===== config.mk =====
export PLATFORM = sky130hd
export DESIGN_NAME = toggle_poll_engine
export DESIGN_NICKNAME = d
export VERILOG_FILES = /design/src/rtl/toggle_poll_pkg.sv /design/src/rtl/toggle_poll_dp.sv /design/src/rtl/toggle_poll_ctrl.sv /design/src/rtl/toggle_poll_engine.sv
export SDC_FILE = /design/constraint.sdc
export NUM_CORES = 1
export LEC_CHECK = 0
export ABC_AREA = 1
export BUFFER_PORTS_ARGS = -buffer_cell sky130_fd_sc_hd__buf_4
export CAP_MARGIN = 20
export CORE_UTILIZATION = 33
export DETAILED_ROUTE_END_ITERATION = 10
export SLEW_MARGIN = 20
export SYNTH_ARGS = -nofsm -noshare
export SYNTH_HDL_FRONTEND = slang
export SYNTH_SLANG_ARGS = --single-unit

===== constraint.sdc =====
create_clock -name clk -period 2.29 [get_ports clk]
set_input_delay 0.229 -clock clk [delete_from_list [all_inputs] [get_ports clk]]
set_output_delay 0.229 -clock clk [all_outputs]
set_load 0.05 [all_outputs]

===== src/rtl/toggle_poll_pkg.sv =====
package toggle_poll_pkg;

  typedef enum logic [1:0] {
    RES_PASS    = 2'd0,
    RES_DEV_TMO = 2'd1,
    RES_CTL_TMO = 2'd2,
    RES_UNKNOWN = 2'd3
  } pollResult_t;

  // Strobes from control to datapath
  typedef struct packed {
    logic arm;        // capture operands, clear timer
    logic takeFirst;  // store first read of a pair
    logic takeSecond; // store second read of a pair
    logic keepHist;   // loop ends: save last poll pair, latch timeout flag
    logic finish;     // closing pair in: decode and register result
  } dpStrobe_t;

endpackage


===== src/rtl/toggle_poll_dp.sv =====
module toggle_poll_dp
  import toggle_poll_pkg::*;
#(
  parameter int LANES = 2,
  parameter int TMR_W = 32
) (
  input  logic                 clk,
  input  logic                 rstN,
  input  dpStrobe_t            strb,
  input  logic [8*LANES-1:0]   expectIn,
  input  logic [TMR_W-1:0]     limitIn,
  input  logic [8*LANES-1:0]   rdData,
  output logic                 toggleAny,
  output logic                 expired,
  output logic [1:0]           resultOut,
  output logic [LANES-1:0]     laneTmoOut,
  output logic [32*LANES-1:0]  dbgWords
);
  localparam int W       = 8 * LANES;
  localparam int BUSY_B  = 6;
  localparam int TMO_B   = 5;

  logic [W-1:0]     expReg, smpA, smpB, histA, histB;
  logic [TMR_W-1:0] limReg, timer;
  logic             tmoFlag;
  pollResult_t      resReg;
  logic [LANES-1:0] laneReg, laneToggle, laneHit;
  logic [4*W-1:0]   dbgReg;
  logic             bothMatch;

  genvar l;
  generate
    for (l = 0; l < LANES; l++) begin : g_lane
      assign laneToggle[l] = smpA[8*l+BUSY_B] ^ smpB[8*l+BUSY_B];
      assign laneHit[l]    = laneToggle[l] & smpB[8*l+TMO_B];
    end
  endgenerate

  assign toggleAny = |laneToggle;
  assign expired   = (timer >= limReg);
  assign bothMatch = (smpA == expReg) && (smpB == expReg);

  always_ff @(posedge clk) begin
    if (!rstN) begin
      expReg  <= '0;
      limReg  <= '0;
      timer   <= '0;
      tmoFlag <= 1'b0;
      smpA    <= '0;
      smpB    <= '0;
      histA   <= '0;
      histB   <= '0;
      resReg  <= RES_PASS;
      laneReg <= '0;
      dbgReg  <= '0;
    end else begin
      if (strb.arm) begin
        expReg  <= expectIn;
        limReg  <= limitIn;
        timer   <= '0;
        tmoFlag <= 1'b0;
      end else if (timer != {TMR_W{1'b1}}) begin
        timer <= timer + TMR_W'(1);
      end
      if (strb.takeFirst)  smpA <= rdData;
      if (strb.takeSecond) smpB <= rdData;
      if (strb.keepHist) begin
        histA   <= smpA;
        histB   <= smpB;
        tmoFlag <= toggleAny && expired;
      end
      if (strb.finish) begin
        dbgReg <= {smpB, smpA, histB, histA};
        if (bothMatch) begin
          resReg  <= RES_PASS;
          laneReg <= '0;
        end else if (tmoFlag) begin
          resReg  <= (|laneHit) ? RES_DEV_TMO : RES_CTL_TMO;
          laneReg <= laneHit;
        end else begin
          resReg  <= RES_UNKNOWN;
          laneReg <= '0;
        end
      end
    end
  end

  assign resultOut  = resReg;
  assign laneTmoOut = laneReg;
  assign dbgWords   = dbgReg;

  // lane flags only accompany a device-timeout result
  p_flags_dev_r6: assert property (@(posedge clk) disable iff (!rstN)
    (laneReg != '0) |-> (resReg == RES_DEV_TMO));

  // pass is reported only when both closing words equal the expected word
  p_pass_words_r5: assert property (@(posedge clk) disable iff (!rstN)
    strb.finish |=> ((resReg == RES_PASS) ==
                     ((dbgReg[3*W-1:2*W] == expReg) && (dbgReg[4*W-1:3*W] == expReg))));

  // timer never runs backwards between starts
  p_timer_mono_r3: assert property (@(posedge clk) disable iff (!rstN)
    !strb.arm |=> (timer >= $past(timer)));

  // without a timeout at loop exit no timeout result can appear
  p_no_tmo_result_r8: assert property (@(posedge clk) disable iff (!rstN)
    (strb.finish && !tmoFlag) |=> (resReg != RES_DEV_TMO && resReg != RES_CTL_TMO));

endmodule


===== src/rtl/toggle_poll_ctrl.sv =====
module toggle_poll_ctrl
  import toggle_poll_pkg::*;
#(
  parameter int GAP_W = 8
) (
  input  logic             clk,
  input  logic             rstN,
  input  logic             startIn,
  input  logic             rdValid,
  input  logic             toggleAny,
  input  logic             expired,
  input  logic [GAP_W-1:0] gapIn,
  output dpStrobe_t        strb,
  output logic             rdReq,
  output logic             busy,
  output logic             doneOut
);
  typedef enum logic [2:0] {S_IDLE, S_REQ, S_WAIT, S_EVAL, S_GAP} ctrlState_t;

  ctrlState_t       state;
  logic             secondRd, finalPh, keepPolling, doneReg;
  logic [GAP_W-1:0] gapReg, gapCnt;

  assign keepPolling = toggleAny && !expired;

  always_comb begin
    strb            = '0;
    strb.arm        = (state == S_IDLE) && startIn;
    strb.takeFirst  = (state == S_WAIT) && rdValid && !secondRd;
    strb.takeSecond = (state == S_WAIT) && rdValid && secondRd;
    strb.keepHist   = (state == S_EVAL) && !finalPh && !keepPolling;
    strb.finish     = (state == S_EVAL) && finalPh;
  end

  always_ff @(posedge clk) begin
    if (!rstN) begin
      state    <= S_IDLE;
      secondRd <= 1'b0;
      finalPh  <= 1'b0;
      gapReg   <= '0;
      gapCnt   <= '0;
      doneReg  <= 1'b0;
    end else begin
      doneReg <= strb.finish;
      case (state)
        S_IDLE: if (startIn) begin
          gapReg   <= gapIn;
          secondRd <= 1'b0;
          finalPh  <= 1'b0;
          state    <= S_REQ;
        end
        S_REQ:  state <= S_WAIT;
        S_WAIT: if (rdValid) begin
          secondRd <= !secondRd;
          state    <= secondRd ? S_EVAL : S_REQ;
        end
        S_EVAL: begin
          if (finalPh) begin
            state <= S_IDLE;
          end else if (keepPolling) begin
            if (gapReg == '0) begin
              state <= S_REQ;
            end else begin
              gapCnt <= gapReg;
              state  <= S_GAP;
            end
          end else begin
            finalPh <= 1'b1;
            state   <= S_REQ;
          end
        end
        S_GAP: begin
          if (gapCnt == GAP_W'(1)) state <= S_REQ;
          else                     gapCnt <= gapCnt - GAP_W'(1);
        end
        default: state <= S_IDLE;
      endcase
    end
  end

  assign rdReq   = (state == S_REQ);
  assign busy    = (state != S_IDLE);
  assign doneOut = doneReg;

  // requests are single-cycle pulses
  p_req_pulse_r2: assert property (@(posedge clk) disable iff (!rstN)
    rdReq |=> !rdReq);

  // data only returns while a read is awaited
  p_valid_waiting_r2: assert property (@(posedge clk) disable iff (!rstN)
    rdValid |-> (state == S_WAIT));

  // completion is a single-cycle pulse
  p_done_pulse_r9: assert property (@(posedge clk) disable iff (!rstN)
    doneOut |=> !doneOut);

  // the gap wait is not cut short
  p_gap_hold_r4: assert property (@(posedge clk) disable iff (!rstN)
    (state == S_GAP && gapCnt > GAP_W'(1)) |=> (state == S_GAP && !rdReq));

endmodule


===== src/rtl/toggle_poll_engine.sv =====
module toggle_poll_engine
  import toggle_poll_pkg::*;
#(
  parameter int LANES = 2,
  parameter int TMR_W = 32,
  parameter int GAP_W = 8
) (
  input  logic                clk,
  input  logic                rstN,
  input  logic                startIn,
  input  logic [8*LANES-1:0]  expectIn,
  input  logic [TMR_W-1:0]    limitIn,
  input  logic [GAP_W-1:0]    gapIn,
  output logic                rdReq,
  input  logic [8*LANES-1:0]  rdData,
  input  logic                rdValid,
  output logic                busy,
  output logic                doneOut,
  output logic [1:0]          resultOut,
  output logic [LANES-1:0]    laneTmoOut,
  output logic [32*LANES-1:0] dbgWords
);
  dpStrobe_t strb;
  logic      toggleAny, expired;

  toggle_poll_ctrl #(.GAP_W(GAP_W)) u_ctrl (
    .clk       (clk),
    .rstN      (rstN),
    .startIn   (startIn),
    .rdValid   (rdValid),
    .toggleAny (toggleAny),
    .expired   (expired),
    .gapIn     (gapIn),
    .strb      (strb),
    .rdReq     (rdReq),
    .busy      (busy),
    .doneOut   (doneOut)
  );

  toggle_poll_dp #(.LANES(LANES), .TMR_W(TMR_W)) u_dp (
    .clk        (clk),
    .rstN       (rstN),
    .strb       (strb),
    .expectIn   (expectIn),
    .limitIn    (limitIn),
    .rdData     (rdData),
    .toggleAny  (toggleAny),
    .expired    (expired),
    .resultOut  (resultOut),
    .laneTmoOut (laneTmoOut),
    .dbgWords   (dbgWords)
  );

endmodule


==> impl_metrics.json <==
{
  "worst-path-buf-inv": 1,
  "drive_above_1_share": 0.161,
  "setup_tns_ns": 0,
  "cp_max_fo": 11,
  "wl_per_cell_um": 15.1,
  "cp-start-kind": "register",
  "slowest_delay_ns": 0.31,
  "finalSetupViolations": 0,
  "crit_arrival_ns": 2.50,
  "drt_iter0_markers": 581,
  "cts_tree": "built",
  "post_cts_buffers": 0,
  "syn_avg_cell_area_um2": 7.45,
  "via_per_inst": 4.74,
  "fin_ws_ns": 0.220,
  "clock_sinks": 235,
  "syn_area_mm2": 0.0103,
  "power_density_mw_per_mm2": 747,
  "overflow": 0,
  "seq_area_frac_synth": 0.456,
  "postLayoutCellArea_mm2": 0.0136,
  "core_area_mm2": 0.0307,
  "required_ns": 2.72,
  "synthTopCellsByArea": "dfxtp_1, o21ai_0, nor2_1, a21oi_1, nand2_1",
  "synth_top_area_frac": 0.456,
  "ant_nets": 0,
  "met3_wirelength_mm": 1.59,
  "wl_met2_mm": 12.9,
  "post-route-drc-count": 0,
  "nets": 1701,
  "power.total_uw": 10100,
  "n_fill_cell": 3113,
  "insertion_delay_ns": 0.55,
  "hold_class": "primary input to register",
  "ys.flop_type": "dfxtp_1",
  "max_cap_violations": 0,
  "cts_buffers": 27,
  "antenna_found_initial": 2,
  "fmax_mhz": 483,
  "row_count": 64,
  "area_growth_pct": 31.6,
  "timing.final.crit_period_ns": 2.07,
  "hpwlAfterDp_mm": 21.8,
  "grt_max_degree": 103,
  "fin_crit_sh": 0.904,
  "clk_pin_slew_ns": 0.06,
  "die_area_mm2": 0.0320,
  "synth_edf_count": 0,
  "htreeDepth": 1,
  "vdd_ir_drop_max_mv": 0.505,
  "drv_slew": 0,
  "track_usage": 0.188,
  "worstSetupPathType": "register to register",
  "synth_top_area_cell": "dfxtp_1",
  "clockBufferDepth": 3,
  "ys_seq_elements": 235,
  "fp.dieH_um": 179,
  "grt_pass1_wl_mm": 47.4,
  "hold_viol": 0,
  "vias": 9520,
  "routed_wl_mm": 30.4,
  "synthArstFlopShare": 0,
  "status": "completed",
  "path_cells": "inv_1 > ha_1 > a21oi_1 > o21ai_0 > a21oi_1 > nand2_1 > nand2_2 > nand4_1 > nand2_1 > nand3_1 > nand2_1 > nor2_1",
  "gp_congestion": 0.856,
  "io_pins": 147,
  "grt_pass1_vias": 8871,
  "leakagePower_uw": 0.00602,
  "ff_latch_area_mm2": 0.00471,
  "rsz0062_at_grt": "no",
  "dp.cells": 1897,
  "cpMostUsedCell": "nand2_1",
  "top_layer": "met4",
  "crit_family": "simple AND/OR/NAND/NOR gates",
  "die_w_um": 179,
  "root_buffer": "clkbuf_16",
  "syn_nets": 1496,
  "crit_slowest_cell": "nand2_1",
  "place_area_mm2": 0.0120,
  "final_cells": 2007,
  "worst_slew_pin_slew_ns": 0.561,
  "multiInputGateArea_mm2": 0.00482,
  "pre_cts_ws_ns": 0.000386,
  "synthCells": 1385,
  "yosysWarnings": 0,
  "relSlewSlack": 0.624,
  "io_buffer_count": 146,
  "ys_types": 43,
  "skew_ns": 0.0176,
  "cp-end-kind": "register",
  "first_pass_iters": 5,
  "initial_core_util": 0.336,
  "wl_met1_mm": 15.3
}
==> cell usage after synthesis (2+ instances only) <==
cell type,instances
a31oi_1,5
nand2_1,147
inv_2,7
clkbuf_1,51
xnor2_1,30
ha_1,35
o22ai_1,2
nor3_2,3
o21ai_0,196
nand2_2,3
nor4_1,8
a21oi_2,2
nor2_1,261
o21a_1,2
buf_6,2
o21ai_1,14
buf_2,11
buf_4,3
a21oi_1,123
inv_1,140
nand3_1,32
o2111ai_1,4
dfxtp_1,235
xor2_1,17
nand4_1,16
nor3_1,19
==> kinds of logic after synthesis <==
group | count (synthesis) | synth area share
and+or+nand+nor | 498 | 0.203
AOI/OAI and AO/OA | 353 | 0.176
DFF | 235 | 0.456
buffers and inverters | 217 | 0.0829
xor gates and xnor gates | 47 | 0.0399
adders and majority gates | 35 | 0.0424
==> final cells by class <==
cell class | instances | area share
Tap cell | 396 | 0.0365
Timing Repair Buffer | 244 | 0.151
Clock inverter | 9 | 0.0118
Antenna cell | 2 | 0.000368
Multi-Input combinational cell | 933 | 0.355
Sequential cell | 235 | 0.346
Inverter | 149 | 0.0416
Clock buffer | 39 | 0.0582
==> registers in the layout, summed over array words and instances (netlist names) <==
register,count
u_ctrl.state,3
u_ctrl.doneOut,1
u_dp.expReg,16
u_ctrl.secondRd,1
u_ctrl.gapReg,8
u_dp.smpB,16
u_dp.tmoFlag,1
u_ctrl.finalPh,1
u_dp.smpA,16
u_dp.laneTmoOut,2
u_dp.histB,16
u_ctrl.gapCnt,8
u_dp.resultOut,2
u_dp.dbgWords,64
u_dp.limReg,32
u_dp.timer,32
u_dp.histA,16
==> power by group <==
part	switching [uW]	internal, uW	total (uW)
sequential	116	4270	4390
combinational	682	497	1180
clock	1740	2840	4580
==> repair_timing <==
action,CTS,global route
endpoints found under the hold margin,73,0
setup endpoints to repair,8,43
resized for setup,2,16
hold buffers,60,0
==> through the flow <==
stage                      util  hold slack, ns
final                     0.443          0.0245
after global routing      0.443         0.00572
after CTS                 0.441         0.00798
after detailed placement  0.390           0.442
after global placement    0.390           0.441
after floorplan               -           0.364
==> metal layers <==
metal / GRT usage / up-vias
met5: 0 / -
met4: 0.0547 / 0
met3: 0.0316 / 42
met2: 0.282 / 203
met1: 0.272 / 4353
li1: - / 4922
==> worst paths after layout <==
check | to | cells after the start | slack [ns] | from
setup reg to reg | u_ctrl.gapCnt[4] | 12 | 0.22 | u_dp.limReg[11]
setup / recovery | u_ctrl.gapCnt[4] | 12 | 0.22 | u_dp.limReg[11]
hold reg to reg | u_dp.limReg[0] | 2 | 0.45 | u_dp.limReg[0]
hold / removal | u_dp.expReg[12] | 3 | 0.02 | expectIn[12]
==> worst register-to-register path: stages, from the launching register on <==
cell     delay, ns
dfxtp_1       0.30
inv_1         0.04
ha_1          0.30
a21oi_1       0.12
o21ai_0       0.11
a21oi_1       0.19
nand2_1       0.16
nand2_2       0.12
nand4_1       0.08
nand2_1       0.31
nand3_1       0.12
nand2_1       0.08
nor2_1        0.04
==> layout by cell type, fill, tap and decap left out, types with 2 or more instances in the layout <==
cell type / instances
a21oi_1: 122
a21oi_2: 3
a31oi_1: 5
buf_12: 5
buf_4: 179
bufinv_16: 4
clkbuf_1: 5
clkbuf_16: 27
clkbuf_8: 7
clkinv_2: 5
dfxtp_1: 234
diode_2: 2
dlygate4sd3_1: 60
ha_1: 35
inv_1: 140
inv_2: 6
nand2_1: 145
nand2_2: 4
nand3_1: 29
nand3_2: 2
nand3_4: 2
nand4_1: 16
nor2_1: 260
nor3_1: 18
nor3_2: 4
nor4_1: 7
o2111ai_1: 4
o21a_1: 2
o21ai_0: 194
o21ai_1: 16
o22ai_1: 2
xnor2_1: 30
xor2_1: 17
Note: power is estimated with default switching activity, not from simulation.
